`config.mk`:
```
export PLATFORM = sky130hd
export DESIGN_NAME = blt_rop_engine
export DESIGN_NICKNAME = d
export VERILOG_FILES = /design/src/rtl/blt_pkg.sv /design/src/rtl/blt_field.sv /design/src/rtl/blt_rop_unit.sv /design/src/rtl/blt_walker.sv /design/src/rtl/blt_rop_engine.sv
export SDC_FILE = /design/constraint.sdc
export NUM_CORES = 1
export LEC_CHECK = 0
export ABC_AREA = 1
export BUFFER_PORTS_ARGS = -buffer_cell sky130_fd_sc_hd__buf_4
export CORE_MARGIN = 8
export CORE_UTILIZATION = 40
export CTS_CLUSTER_DIAMETER = 100
export CTS_CLUSTER_SIZE = 28
export DETAILED_ROUTE_END_ITERATION = 7
export PLACE_DENSITY_LB_ADDON = 0.12
export SLEW_MARGIN = 40
export SYNTH_ARGS = -nofsm -noshare
export SYNTH_HDL_FRONTEND = slang
export SYNTH_SLANG_ARGS = --single-unit
```
`constraint.sdc`:
```
create_clock -name clk -period 6.9 [get_ports clk]
set_clock_uncertainty 0.15 [all_clocks]
set_input_delay 1.38 -clock clk [delete_from_list [all_inputs] [get_ports clk]]
set_output_delay 1.38 -clock clk [all_outputs]
set_load 0.005 [all_outputs]
```
`src/rtl/blt_pkg.sv`:
```
package blt_pkg;

  typedef enum logic [2:0] {
    ST_IDLE,
    ST_RD_SRC,
    ST_RD_DST,
    ST_WR,
    ST_FIN
  } blt_state_e;

  // register indexes (byte lanes ascend from each base)
  localparam logic [7:0] IX_SRC_ADDR  = 8'h20;
  localparam logic [7:0] IX_DST_ADDR  = 8'h24;
  localparam logic [7:0] IX_SRC_PITCH = 8'h28;
  localparam logic [7:0] IX_DST_PITCH = 8'h2A;
  localparam logic [7:0] IX_COLS_M1   = 8'h2C;
  localparam logic [7:0] IX_ROWS_M1   = 8'h2E;
  localparam logic [7:0] IX_MODE      = 8'h30;
  localparam logic [7:0] IX_ROP       = 8'h32;

  localparam int          MODE_BACK_BIT = 0;
  localparam logic [6:0]  PIXSZ_MAX     = 7'd3;

  // operation codes
  localparam logic [7:0] OP_ZERO        = 8'h00;
  localparam logic [7:0] OP_S_AND_D     = 8'h05;
  localparam logic [7:0] OP_KEEP        = 8'h06;
  localparam logic [7:0] OP_S_AND_ND    = 8'h09;
  localparam logic [7:0] OP_ND          = 8'h0B;
  localparam logic [7:0] OP_S           = 8'h0D;
  localparam logic [7:0] OP_ONES        = 8'h0E;
  localparam logic [7:0] OP_NS_AND_D    = 8'h50;
  localparam logic [7:0] OP_S_XOR_D     = 8'h59;
  localparam logic [7:0] OP_S_OR_D      = 8'h6D;
  localparam logic [7:0] OP_NS_OR_ND    = 8'h90;
  localparam logic [7:0] OP_S_XNOR_D    = 8'h95;
  localparam logic [7:0] OP_S_OR_ND     = 8'h0AD;
  localparam logic [7:0] OP_NS          = 8'hD0;
  localparam logic [7:0] OP_NS_OR_D     = 8'hD6;
  localparam logic [7:0] OP_NS_AND_ND   = 8'hDA;

endpackage

```
`src/rtl/blt_field.sv`:
```
module blt_field #(
  parameter int         W    = 8,
  parameter logic [7:0] BASE = 8'h20
) (
  input  logic         clk,
  input  logic         rst_n,
  input  logic         wr_en,
  input  logic [7:0]   wr_idx,
  input  logic [7:0]   wr_data,
  output logic [W-1:0] q
);

  // one flop per bit; bit i lives in byte lane i/8 at index BASE + i/8
  for (genvar i = 0; i < W; i++) begin : g_bit
    localparam logic [7:0] LANE_IX = BASE + 8'(i / 8);
    logic bit_q;
    always_ff @(posedge clk or negedge rst_n) begin
      if (!rst_n)                           bit_q <= 1'b0;
      else if (wr_en && wr_idx == LANE_IX)  bit_q <= wr_data[i % 8];
    end
    assign q[i] = bit_q;
  end

endmodule

```
`src/rtl/blt_rop_unit.sv`:
```
module blt_rop_unit
  import blt_pkg::*;
(
  input  logic [7:0] code,
  input  logic [7:0] src,
  input  logic [7:0] dst,
  output logic [7:0] result,
  output logic       known
);

  // truth table indexed by {src_bit, dst_bit}
  logic [3:0] tt;

  always_comb begin
    known = 1'b1;
    unique case (code)
      OP_ZERO:      tt = 4'h0;
      OP_ONES:      tt = 4'hF;
      OP_KEEP:      tt = 4'hA;
      OP_S:         tt = 4'hC;
      OP_NS:        tt = 4'h3;
      OP_ND:        tt = 4'h5;
      OP_S_AND_D:   tt = 4'h8;
      OP_S_AND_ND:  tt = 4'h4;
      OP_NS_AND_D:  tt = 4'h2;
      OP_NS_AND_ND: tt = 4'h1;
      OP_S_OR_D:    tt = 4'hE;
      OP_S_OR_ND:   tt = 4'hD;
      OP_NS_OR_D:   tt = 4'hB;
      OP_NS_OR_ND:  tt = 4'h7;
      OP_S_XOR_D:   tt = 4'h6;
      OP_S_XNOR_D:  tt = 4'h9;
      default: begin
        tt    = 4'hA;
        known = 1'b0;
      end
    endcase
  end

  for (genvar b = 0; b < 8; b++) begin : g_lane
    assign result[b] = tt[{src[b], dst[b]}];
  end

endmodule

```
`src/rtl/blt_walker.sv`:
```
module blt_walker #(
  parameter int ADDR_W  = 16,
  parameter int PITCH_W = 16,
  parameter int DIM_W   = 12
) (
  input  logic              clk,
  input  logic              rst_n,
  input  logic              load,
  input  logic              advance,
  input  logic [ADDR_W-1:0] src_base,
  input  logic [ADDR_W-1:0] dst_base,
  input  logic [PITCH_W-1:0] src_pitch,
  input  logic [PITCH_W-1:0] dst_pitch,
  input  logic [DIM_W-1:0]  cols_m1,
  input  logic [DIM_W-1:0]  rows_m1,
  input  logic              backward,
  output logic [ADDR_W-1:0] src_ptr,
  output logic [ADDR_W-1:0] dst_ptr,
  output logic              last
);

  localparam logic [ADDR_W-1:0] ONE = ADDR_W'(1);

  logic [ADDR_W-1:0] s_row_q, d_row_q, s_ptr_q, d_ptr_q;
  logic [ADDR_W-1:0] sp_q, dp_q;
  logic [DIM_W-1:0]  col_q, row_q, cm1_q, rm1_q;
  logic              back_q;

  logic              row_end;
  logic [ADDR_W-1:0] s_row_nx, d_row_nx, s_ptr_nx, d_ptr_nx;

  assign row_end  = (col_q == cm1_q);
  assign last     = row_end && (row_q == rm1_q);
  assign s_row_nx = back_q ? s_row_q - sp_q : s_row_q + sp_q;
  assign d_row_nx = back_q ? d_row_q - dp_q : d_row_q + dp_q;
  assign s_ptr_nx = back_q ? s_ptr_q - ONE  : s_ptr_q + ONE;
  assign d_ptr_nx = back_q ? d_ptr_q - ONE  : d_ptr_q + ONE;

  always_ff @(posedge clk or negedge rst_n) begin
    if (!rst_n) begin
      s_row_q <= '0; d_row_q <= '0; s_ptr_q <= '0; d_ptr_q <= '0;
      sp_q    <= '0; dp_q    <= '0;
      col_q   <= '0; row_q   <= '0; cm1_q   <= '0; rm1_q   <= '0;
      back_q  <= 1'b0;
    end else if (load) begin
      s_row_q <= src_base;
      d_row_q <= dst_base;
      s_ptr_q <= src_base;
      d_ptr_q <= dst_base;
      sp_q    <= ADDR_W'(src_pitch);
      dp_q    <= ADDR_W'(dst_pitch);
      cm1_q   <= cols_m1;
      rm1_q   <= rows_m1;
      col_q   <= '0;
      row_q   <= '0;
      back_q  <= backward;
    end else if (advance && !last) begin
      if (row_end) begin
        col_q   <= '0;
        row_q   <= row_q + DIM_W'(1);
        s_row_q <= s_row_nx;
        d_row_q <= d_row_nx;
        s_ptr_q <= s_row_nx;
        d_ptr_q <= d_row_nx;
      end else begin
        col_q   <= col_q + DIM_W'(1);
        s_ptr_q <= s_ptr_nx;
        d_ptr_q <= d_ptr_nx;
      end
    end
  end

  assign src_ptr = s_ptr_q;
  assign dst_ptr = d_ptr_q;

  // the column position never passes the last byte of the row
  assert_col_bound_R6: assert property (@(posedge clk) disable iff (!rst_n)
    (col_q <= cm1_q) && (row_q <= rm1_q));

endmodule

```
`src/rtl/blt_rop_engine.sv`:
```
module blt_rop_engine
  import blt_pkg::*;
#(
  parameter int ADDR_W  = 16,
  parameter int PITCH_W = 16,
  parameter int DIM_W   = 12
) (
  input  logic              clk,
  input  logic              rst_n,
  input  logic              cfg_we,
  input  logic [7:0]        cfg_idx,
  input  logic [7:0]        cfg_wdata,
  input  logic              start,
  output logic              busy,
  output logic              done,
  output logic              mem_valid,
  input  logic              mem_ready,
  output logic              mem_we,
  output logic [ADDR_W-1:0] mem_addr,
  output logic [7:0]        mem_wdata,
  input  logic [7:0]        mem_rdata
);

  // ---------------- register bank ----------------
  logic [ADDR_W-1:0]  reg_src_addr, reg_dst_addr;
  logic [PITCH_W-1:0] reg_src_pitch, reg_dst_pitch;
  logic [DIM_W-1:0]   reg_cols_m1, reg_rows_m1;
  logic [7:0]         reg_mode, reg_rop;

  blt_field #(.W(ADDR_W),  .BASE(IX_SRC_ADDR))  u_f_saddr (.clk, .rst_n, .wr_en(cfg_we),
    .wr_idx(cfg_idx), .wr_data(cfg_wdata), .q(reg_src_addr));
  blt_field #(.W(ADDR_W),  .BASE(IX_DST_ADDR))  u_f_daddr (.clk, .rst_n, .wr_en(cfg_we),
    .wr_idx(cfg_idx), .wr_data(cfg_wdata), .q(reg_dst_addr));
  blt_field #(.W(PITCH_W), .BASE(IX_SRC_PITCH)) u_f_spitch (.clk, .rst_n, .wr_en(cfg_we),
    .wr_idx(cfg_idx), .wr_data(cfg_wdata), .q(reg_src_pitch));
  blt_field #(.W(PITCH_W), .BASE(IX_DST_PITCH)) u_f_dpitch (.clk, .rst_n, .wr_en(cfg_we),
    .wr_idx(cfg_idx), .wr_data(cfg_wdata), .q(reg_dst_pitch));
  blt_field #(.W(DIM_W),   .BASE(IX_COLS_M1))   u_f_cols (.clk, .rst_n, .wr_en(cfg_we),
    .wr_idx(cfg_idx), .wr_data(cfg_wdata), .q(reg_cols_m1));
  blt_field #(.W(DIM_W),   .BASE(IX_ROWS_M1))   u_f_rows (.clk, .rst_n, .wr_en(cfg_we),
    .wr_idx(cfg_idx), .wr_data(cfg_wdata), .q(reg_rows_m1));
  blt_field #(.W(8),       .BASE(IX_MODE))      u_f_mode (.clk, .rst_n, .wr_en(cfg_we),
    .wr_idx(cfg_idx), .wr_data(cfg_wdata), .q(reg_mode));
  blt_field #(.W(8),       .BASE(IX_ROP))       u_f_rop (.clk, .rst_n, .wr_en(cfg_we),
    .wr_idx(cfg_idx), .wr_data(cfg_wdata), .q(reg_rop));

  // ---------------- control ----------------
  blt_state_e state;
  logic [7:0] rop_q, src_q;
  logic [7:0] code_sel, rop_result;
  logic       code_known, pixsz_ok, launch, launch_ok, advance, last;
  logic [ADDR_W-1:0] src_ptr, dst_ptr;

  assign code_sel  = (state == ST_IDLE) ? reg_rop : rop_q;
  assign pixsz_ok  = (reg_mode[7:1] <= PIXSZ_MAX);
  assign launch    = start && (state == ST_IDLE);
  assign launch_ok = code_known && pixsz_ok;
  assign advance   = (state == ST_WR) && mem_ready;

  blt_rop_unit u_rop (
    .code   (code_sel),
    .src    (src_q),
    .dst    (mem_rdata),
    .result (rop_result),
    .known  (code_known)
  );

  blt_walker #(.ADDR_W(ADDR_W), .PITCH_W(PITCH_W), .DIM_W(DIM_W)) u_walk (
    .clk, .rst_n,
    .load      (launch),
    .advance   (advance),
    .src_base  (reg_src_addr),
    .dst_base  (reg_dst_addr),
    .src_pitch (reg_src_pitch),
    .dst_pitch (reg_dst_pitch),
    .cols_m1   (reg_cols_m1),
    .rows_m1   (reg_rows_m1),
    .backward  (reg_mode[MODE_BACK_BIT]),
    .src_ptr   (src_ptr),
    .dst_ptr   (dst_ptr),
    .last      (last)
  );

  always_ff @(posedge clk or negedge rst_n) begin
    if (!rst_n) begin
      state <= ST_IDLE;
      rop_q <= '0;
      src_q <= '0;
    end else begin
      unique case (state)
        ST_IDLE: if (start) begin
          rop_q <= reg_rop;
          state <= launch_ok ? ST_RD_SRC : ST_FIN;
        end
        ST_RD_SRC: if (mem_ready) state <= ST_RD_DST;
        ST_RD_DST: if (mem_ready) begin
          src_q <= mem_rdata;   // source byte still held by memory here
          state <= ST_WR;
        end
        ST_WR:  if (mem_ready) state <= last ? ST_FIN : ST_RD_SRC;
        ST_FIN: state <= ST_IDLE;
        default: state <= ST_IDLE;
      endcase
    end
  end

  assign busy      = (state != ST_IDLE);
  assign done      = (state == ST_FIN);
  assign mem_valid = (state == ST_RD_SRC) || (state == ST_RD_DST) || (state == ST_WR);
  assign mem_we    = (state == ST_WR);
  assign mem_addr  = (state == ST_RD_SRC) ? src_ptr : dst_ptr;
  assign mem_wdata = rop_result;

  // ---------------- properties ----------------
  assert_req_hold_R9: assert property (@(posedge clk) disable iff (!rst_n)
    (mem_valid && !mem_ready) |=> (mem_valid && $stable(mem_addr) && $stable(mem_we)));

  assert_done_pulse_R10: assert property (@(posedge clk) disable iff (!rst_n)
    done |=> (!done && !busy));

  assert_idle_quiet_R10: assert property (@(posedge clk) disable iff (!rst_n)
    !busy |-> (!mem_valid && !done));

  assert_abort_R4: assert property (@(posedge clk) disable iff (!rst_n)
    (launch && !code_known) |=> (done && !mem_valid));

  assert_pixsz_abort_R5: assert property (@(posedge clk) disable iff (!rst_n)
    (launch && !pixsz_ok) |=> (done && !mem_valid));

  assert_keep_dst_R3: assert property (@(posedge clk) disable iff (!rst_n)
    (mem_valid && mem_we && rop_q == OP_KEEP) |-> (mem_wdata == mem_rdata));

  assert_write_after_read_R8: assert property (@(posedge clk) disable iff (!rst_n)
    (mem_valid && mem_we && !$past(mem_valid && mem_we))
      |-> $past(mem_valid && mem_ready && !mem_we));

endmodule

```
==> results of run 1 <==
-- flip-flops by register name, summed over array words and instances (netlist names), 12 cells and up --
| register | cells |
|---|---|
| u_walk.cm1_q | 12 |
| u_f_rows.g_bit.bit_q | 12 |
| u_walk.dp_q | 16 |
| u_walk.row_q | 12 |
| u_f_saddr.g_bit.bit_q | 16 |
| u_walk.s_row_q | 16 |
| u_f_dpitch.g_bit.bit_q | 16 |
| u_walk.rm1_q | 12 |
| u_f_cols.g_bit.bit_q | 12 |
| u_walk.dst_ptr | 16 |
| u_walk.d_row_q | 16 |
| u_walk.sp_q | 16 |
| u_f_daddr.g_bit.bit_q | 16 |
| u_walk.col_q | 12 |
| u_f_spitch.g_bit.bit_q | 16 |
| u_walk.src_ptr | 16 |
-- critical path, delay by kind of cell, from the launching register on --
family / cells / cell delay (ns)
AO/OA/AOI/OAI: 1 / 0.11
buffers and inverters: 1 / 0.13
flip-flops: 1 / 0.50
AND/OR/NAND/NOR: 11 / 1.70
-- layer usage --
metal	share of wire, %	wire length [um]	vias to the layer above	global-route usage (%)
met1	50	24600	6871	30.6
met3	4.9	2420	51	2.34
li1	-	-	7297	-
met5	0	0	-	0
met2	43	21100	293	31.5
met4	1.8	889	0	4.46
-- area by class of cell --
class                   instances  area (um^2)
fillers                      4233        22900
multi-input cells            1674         8530
flip-flops and latches        266         6660
inverters                     234          880
well taps                     532          666
repair buffers                 71          577
clock buffers                  16          379
clock inverters                 5         55.1
diodes                          1         2.50
-- power breakdown --
part	internal [uW]	switching (uW)	total, uW	leakage [uW]
logic	1600	3340	4940	0.00532
registers	1840	270	2110	0.00356
clock network	413	556	969	0.000210
total	3860	4160	8020	0.00909
-- cell families (layout without fill, tap and decap cells) --
group,count (synthesis),after routing
xor+xnor,97,97
other cells,0,1
fa+ha+maj,66,66
compound gates,381,381
flops,266,266
simple gates,1122,1122
mux,8,8
buf+inv,318,326
-- through the flow --
step	hold slack (ns)	setup slack, ns	std cells	utilization, %
after global routing	0.337	2.07	2798	43.7
after CTS	0.318	2.38	2797	43.6
after detailed placement	0.303	2.94	2776	42.5
final	0.311	2.44	2799	43.7
after global placement	0.301	3.01	2776	42.5
after floorplan	0.292	3.50	2258	-
-- layout by cell type (no fill, tap or decap), types with 8 or more instances in the layout --
cell type,instances
a31oi_1,8
mux2_2,8
dfrtp_1,265
xor2_1,67
nor2_1,139
nor3_1,29
nor2_2,8
o31ai_1,9
clkbuf_16,15
xnor2_1,30
nand2_2,8
o21ai_0,231
ha_1,62
inv_1,222
o22ai_1,15
buf_4,67
nand3_1,173
o211ai_1,15
inv_2,10
a21oi_1,77
nand2_1,723
nand4_1,17
-- final timing paths --
check | to | depth (start not counted)
setup / recovery | mem_wdata[6] | 13
max in group asynchronous | state[1] | 3
hold reg to reg | u_walk.dp_q[2] | 2
setup reg to reg | u_walk.s_row_q[14] | 19
hold / removal | u_walk.dp_q[2] | 2
min in group asynchronous | u_walk.dp_q[13] | 1
==> flow_summary.yaml, run 1 <==
run_status:
  status: "finished, final reports clean"
setup_path:
  timing.rr.start: "u_walk.back_q"
  crit_slowest_cell: "dfrtp_1"
  crit_start: "state[0]"
  cp.required_ns: 5.37
  slowest_delay_ns: 0.50
  crit_path_cell_trace: "nor2_8, nand2_8, nand2_1, nand2_1, nand2_1, nor2_2, nand2_1, o21ai_0, nor3_2, nand2_1, nand3_1, nand2_1, buf_4"
  ff2ff_setup_slack_ns: 2.95
  worstPathArrival_ns: 2.93
  start_kind: "register"
  cp-end-kind: "output pin"
  path_max_fanout: 19
  path_class: "register to output pin"
  critical_path.most_common_cell: "nand2_1"
synthesis:
  async_reset_ff_share_pct: 100
  syn_avg_cell_area_um2: 7.27
  yosys.area_share.simple_pct: 28.4
  synth_compound_gate_area_share_pct: 12.5
  yosys.area.top_type: "dfrtp_1"
  synthAdderAreaFrac_pct: 5.21
  synth_top_area_share_pct: 40.5
  synth-edff-count: 0
  synth.mux.area_fraction_pct: 0.548
  synth_top_family_by_area: "simple AND/OR/NAND/NOR gates"
  synthTopCellsByArea: "dfrtp_1 (41%), nand2_1 (17%), o21ai_0 (7.0%)"
  yosysWarnings: 0
  syn-num-nets: 2353
  yosysMostFrequentCell: "nand2_1"
  syn_inst: 2258
  ys_dominant_reg_cell: "dfrtp_1"
  netlist_area_um2: 16400
  seq_area_frac_synth_pct: 40.5
  synth_commonest_cells: "nand2_1 (725), dfrtp_1 (266), o21ai_0 (231), inv_1 (227), nand3_1 (174)"
  synth.distinct_cells: 44
  synth_seq_cells: 266
  synth_xor_area_share_pct: 5.17
detailed_routing:
  post_drt_wl_per_cell_um: 17.5
  drc: 0
  vias_per_cell: 5.18
  dr.first_iter.drc_count: 1145
  drt_wl_total_mm: 49.0
  firstDrtPassIters: 5
  vias: 14512
  drtAntennaViolNets: 0
grt:
  track_usage_pct: 20.5
  grt_max_degree: 143
  antenna_found_initial: 0
  grt_pass1_vias: 13926
  grt_pass1_wl_mm: 78.6
  grt_overflow: 0
floorplan:
  core-area_um2: 40600
  rows: 74
  io_pins: 57
  initial_core_util_pct: 40.4
  die-area_um2: 47800
  die_w_um: 219
  dieHeight_um: 219
clock_tree:
  clkLatencyLatePin_ns: 0.52
  cts_tree: "yes"
  cts_root_buf: "clkbuf_16"
  cts-htree-levels: 1
  cts_buffers: 14
  cts.clk_slew.worst_paths_ns: 0.11
  numClockSinks: 266
  post_cts_buffers: 0
  cts_hold_buffers: 0
  cts_buffer_depth: 3
  ctsResizeCount: 0
power_and_ir_drop:
  finalPower_uw: 8020
  irDropWorstVdd_mv: 0.251
  leakage_uw: 0.00909
  p_per_area_nw_per_um2: 452
finish:
  stdcell_area_um2: 17700
  finalNetCount: 2356
  area.growth.synth_to_final_pct: 8.04
  drive_above_1_share_pct: 6.27
run:
  maxCapViolations: 0
timing:
  period_share_pct: 64.7
  fin_crit_ns: 4.46
  finalMaxSlewViolations: 0
  max_clock_freq_mhz: 224
  hold_violations: 0
  worst_slew_margin_rel_pct: 42.6
  setup_viol: 0
  rsz0062_at_grt: "no"
  tightest_slew_ns: 0.860
  tns_ns: 0
place:
  dp_hpwl_mm: 34.9
  place_area_um2: 17300
  io_buffers: 56
  gp_congestion: 0.909
min_path:
  min_from: "u_f_dpitch.g_bit[2].bit_q"
  holdCritPathClass: "register to register"
Note: power is estimated with default switching activity, not from simulation.
==> run 2: changes to the inputs <==
--- a/config.mk
+++ b/config.mk
@@ -5,7 +5,7 @@
 export SDC_FILE = /design/constraint.sdc
 export NUM_CORES = 1
 export LEC_CHECK = 0
-export ABC_AREA = 1
+export ABC_AREA = 0
 export BUFFER_PORTS_ARGS = -buffer_cell sky130_fd_sc_hd__buf_4
 export CORE_MARGIN = 8
 export CORE_UTILIZATION = 40
==> constraint.sdc (replaced) <==
create_clock -name clk -period 3.58 [get_ports clk]
set_clock_uncertainty 0.15 [all_clocks]
set_input_delay 0.716 -clock clk [delete_from_list [all_inputs] [get_ports clk]]
set_output_delay 0.716 -clock clk [all_outputs]
set_load 0.005 [all_outputs]
==> run 2 against run 1 <==
- the run now ends with negative setup slack left
- sequential share of layout area is 0.41 points higher
- count of clock-buffer cells in the layout stayed put
- sequential power is 97% higher
- worst hold slack worse by 0.0085 ns
- core utilization is 3.2 points higher
- synthesized cell count is 30% lower
- worst setup slack worse by 2.8 ns
- largest cell class unchanged
- critical path depth is 3 lower
==> flow_summary.yaml, run 2 <==
run_status:
  status: "complete, but fails checks"
  violations: "negative setup slack"
detailed_routing:
  firstDrtPassIters: 5
  post_drt_wl_per_cell_um: 19.5
  drtAntennaViolNets: 0
  vias: 11750
  vias_per_cell: 5.36
  dr.first_iter.drc_count: 650
  drc: 0
  drt_wl_total_mm: 42.8
grt:
  antenna_found_initial: 1
  grt_max_degree: 94
  track_usage_pct: 19.2
  grt_pass1_vias: 11389
  grt_overflow: 0
  grt_pass1_wl_mm: 67.8
synthesis:
  synth-edff-count: 0
  yosys.area_share.simple_pct: 16.8
  syn-num-nets: 1668
  seq_area_frac_synth_pct: 43.9
  synth_top_family_by_area: "simple AND/OR/NAND/NOR gates"
  async_reset_ff_share_pct: 100
  synth.mux.area_fraction_pct: 12.1
  synth_seq_cells: 266
  synth_top_area_share_pct: 43.9
  synth_compound_gate_area_share_pct: 12.2
  syn_avg_cell_area_um2: 9.65
  synthTopCellsByArea: "dfrtp_1 (44%), mux2_2 (9.2%), nand2_1 (6.8%)"
  yosysWarnings: 0
  synthAdderAreaFrac_pct: 5.64
  ys_dominant_reg_cell: "dfrtp_1"
  synth.distinct_cells: 73
  synth_commonest_cells: "nand2_1 (275), dfrtp_1 (266), mux2_2 (124), nor2_1 (113), o21ai_0 (94)"
  yosys.area.top_type: "dfrtp_1"
  netlist_area_um2: 15200
  synth_xor_area_share_pct: 6.75
  syn_inst: 1573
  yosysMostFrequentCell: "nand2_1"
place:
  placed_cells: 2158
  gp_congestion: 0.869
  io_buffers: 56
  dp_hpwl_mm: 30.0
timing:
  hold_violations: 0
  setup_viol: 8
  max_clock_freq_mhz: 253
  layout_setup_ws_ns: -0.368
  finalMaxSlewViolations: 0
  period_share_pct: 110
  timing.hold.ws_ns: 0.303
  fin_crit_ns: 3.95
  worst_slew_margin_rel_pct: 54.2
  tightest_slew_ns: 0.684
  rsz0062_at_grt: "yes"
setup_path:
  path_class: "register to output pin"
  crit_buf_inv: 3
  worstPathArrival_ns: 3.08
  crit_end: "mem_wdata[5]"
  crit_slowest_cell: "mux4_2"
  ff2ff_setup_slack_ns: 0.22
  cp-end-kind: "output pin"
  crit_path_cell_trace: "nor3_4, buf_12, buf_8, a31oi_2, o31ai_1, nand3_2, nand4b_4, o211ai_4, mux4_2, buf_6"
  path_max_fanout: 8
  start_kind: "register"
  slowest_delay_ns: 0.51
  r2r-end: "u_walk.dst_ptr[15]"
  cp_top_family: "compound AO/OA/AOI/OAI gates"
  timing.rr.start: "u_walk.dp_q[6]"
  cp.required_ns: 2.71
  reg2reg_depth: 14
  path_depth: 10
  crit_start: "state[1]"
floorplan:
  initial_core_util_pct: 40.5
  io_pins: 57
  die_w_um: 211
  core-area_um2: 37500
  rows: 71
  dieHeight_um: 211
  die-area_um2: 44400
clock_tree:
  numClockSinks: 266
  cts_buffer_depth: 3
  cts_buffers: 14
  cts.clk_slew.worst_paths_ns: 0.10
  clkLatencyLatePin_ns: 0.52
  cts_tree: "yes"
  cts_root_buf: "clkbuf_16"
  cts-htree-levels: 1
finish:
  drive_above_1_share_pct: 21.8
  final_common_cell: "nand2_1"
  final_cell_mix: "nand2_1 (274), dfrtp_1 (265), buf_4 (134)"
  area.growth.synth_to_final_pct: 15.7
  fin_cells: 2194
  nFillCells: 3628
  finalNetCount: 1772
min_path:
  holdCritPathClass: "input pin to register"
  min_from: "mem_rdata[6]"
power_and_ir_drop:
  irDropWorstVdd_mv: 0.569
  p_per_area_nw_per_um2: 943
  leakage_uw: 0.00834
run:
  maxCapViolations: 0
## run 2: changes by cell type after synthesis, sizes merged, moves of 21 or more
cell | before | now
xnor2 | 30 | 75
mux2i | 0 | 21
o21ai | 232 | 95
nand2 | 734 | 275
inv | 234 | 34
xor2 | 67 | 42
nand3 | 174 | 27
nor2 | 150 | 114
mux2 | 8 | 126
## run 2: cells by family after synthesis
kind of cell | count (synthesis)
buffers and inverters | 101
xor gates and xnor gates | 117
adders and majority gates | 66
AOI/OAI and AO/OA | 305
muxes | 155
DFF | 266
and+or+nand+nor | 563
## run 2: routing by layer
metal | global-route usage, % | vias up | part of all wire [%]
li1 | - | 5725 | -
met1 | 29.6 | 5772 | 51
met2 | 28.8 | 223 | 43
met3 | 2.08 | 30 | 4.3
met4 | 3.33 | 0 | 1.3
met5 | 0 | - | 0
## run 2: worst min path at each step
stage | to | slack [ns] | cells after the start
after floorplan | rop_q[0] | 0.27 | 0
after global placement | u_walk.rm1_q[1] | 0.29 | 2
after detailed placement | u_walk.sp_q[12] | 0.30 | 2
after CTS | u_f_dpitch.g_bit[4].bit_q | 0.12 | 1
after global routing | src_q[5] | 0.29 | 2
final | src_q[6] | 0.30 | 2
## run 2: report_power, final
group	switching [uW]	internal, uW	total, uW
Clock	1060	793	1850
Combinational	5860	4700	10600
Sequential	566	3580	4150
## run 2: final cells by class
cell class | instances | area (um^2) | area share, %
multi-input combinational | 1206 | 8370 | 47.7
sequential | 266 | 6660 | 37.9
timing repair buffer | 155 | 1320 | 7.52
tap | 511 | 639 | 3.64
clock buffer | 16 | 379 | 2.16
inverter | 34 | 130 | 0.741
clock inverter | 4 | 52.6 | 0.299
antenna | 2 | 5.00 | 0.0285
## run 2: what timing repair did
action	CTS	global route
cloned	1	0
gates resized for setup	23	35
endpoints found under the setup margin	8	20
pin swaps	4	12
setup buffers	9	2
hold buffers	0	1
hold endpoints to repair	0	42
## run 2: per-stage QoR
| step | setup TNS [ns] | utilization, % | setup slack, ns | total power [uW] | instance area [um^2] |
|---|---|---|---|---|---|
| after detailed placement | 0 | 44.6 | 0.00311 | 14200 | 16700 |
| final | -2.87 | 46.8 | -0.368 | 16600 | 17600 |
| after global routing | -3.82 | 46.8 | -0.494 | 17800 | 17600 |
| after CTS | -2.44 | 46.3 | -0.311 | 16200 | 17300 |
| after floorplan | 0 | - | 0.000908 | 10700 | 15200 |
| after global placement | 0 | 44.6 | 0.0555 | 14000 | 16700 |
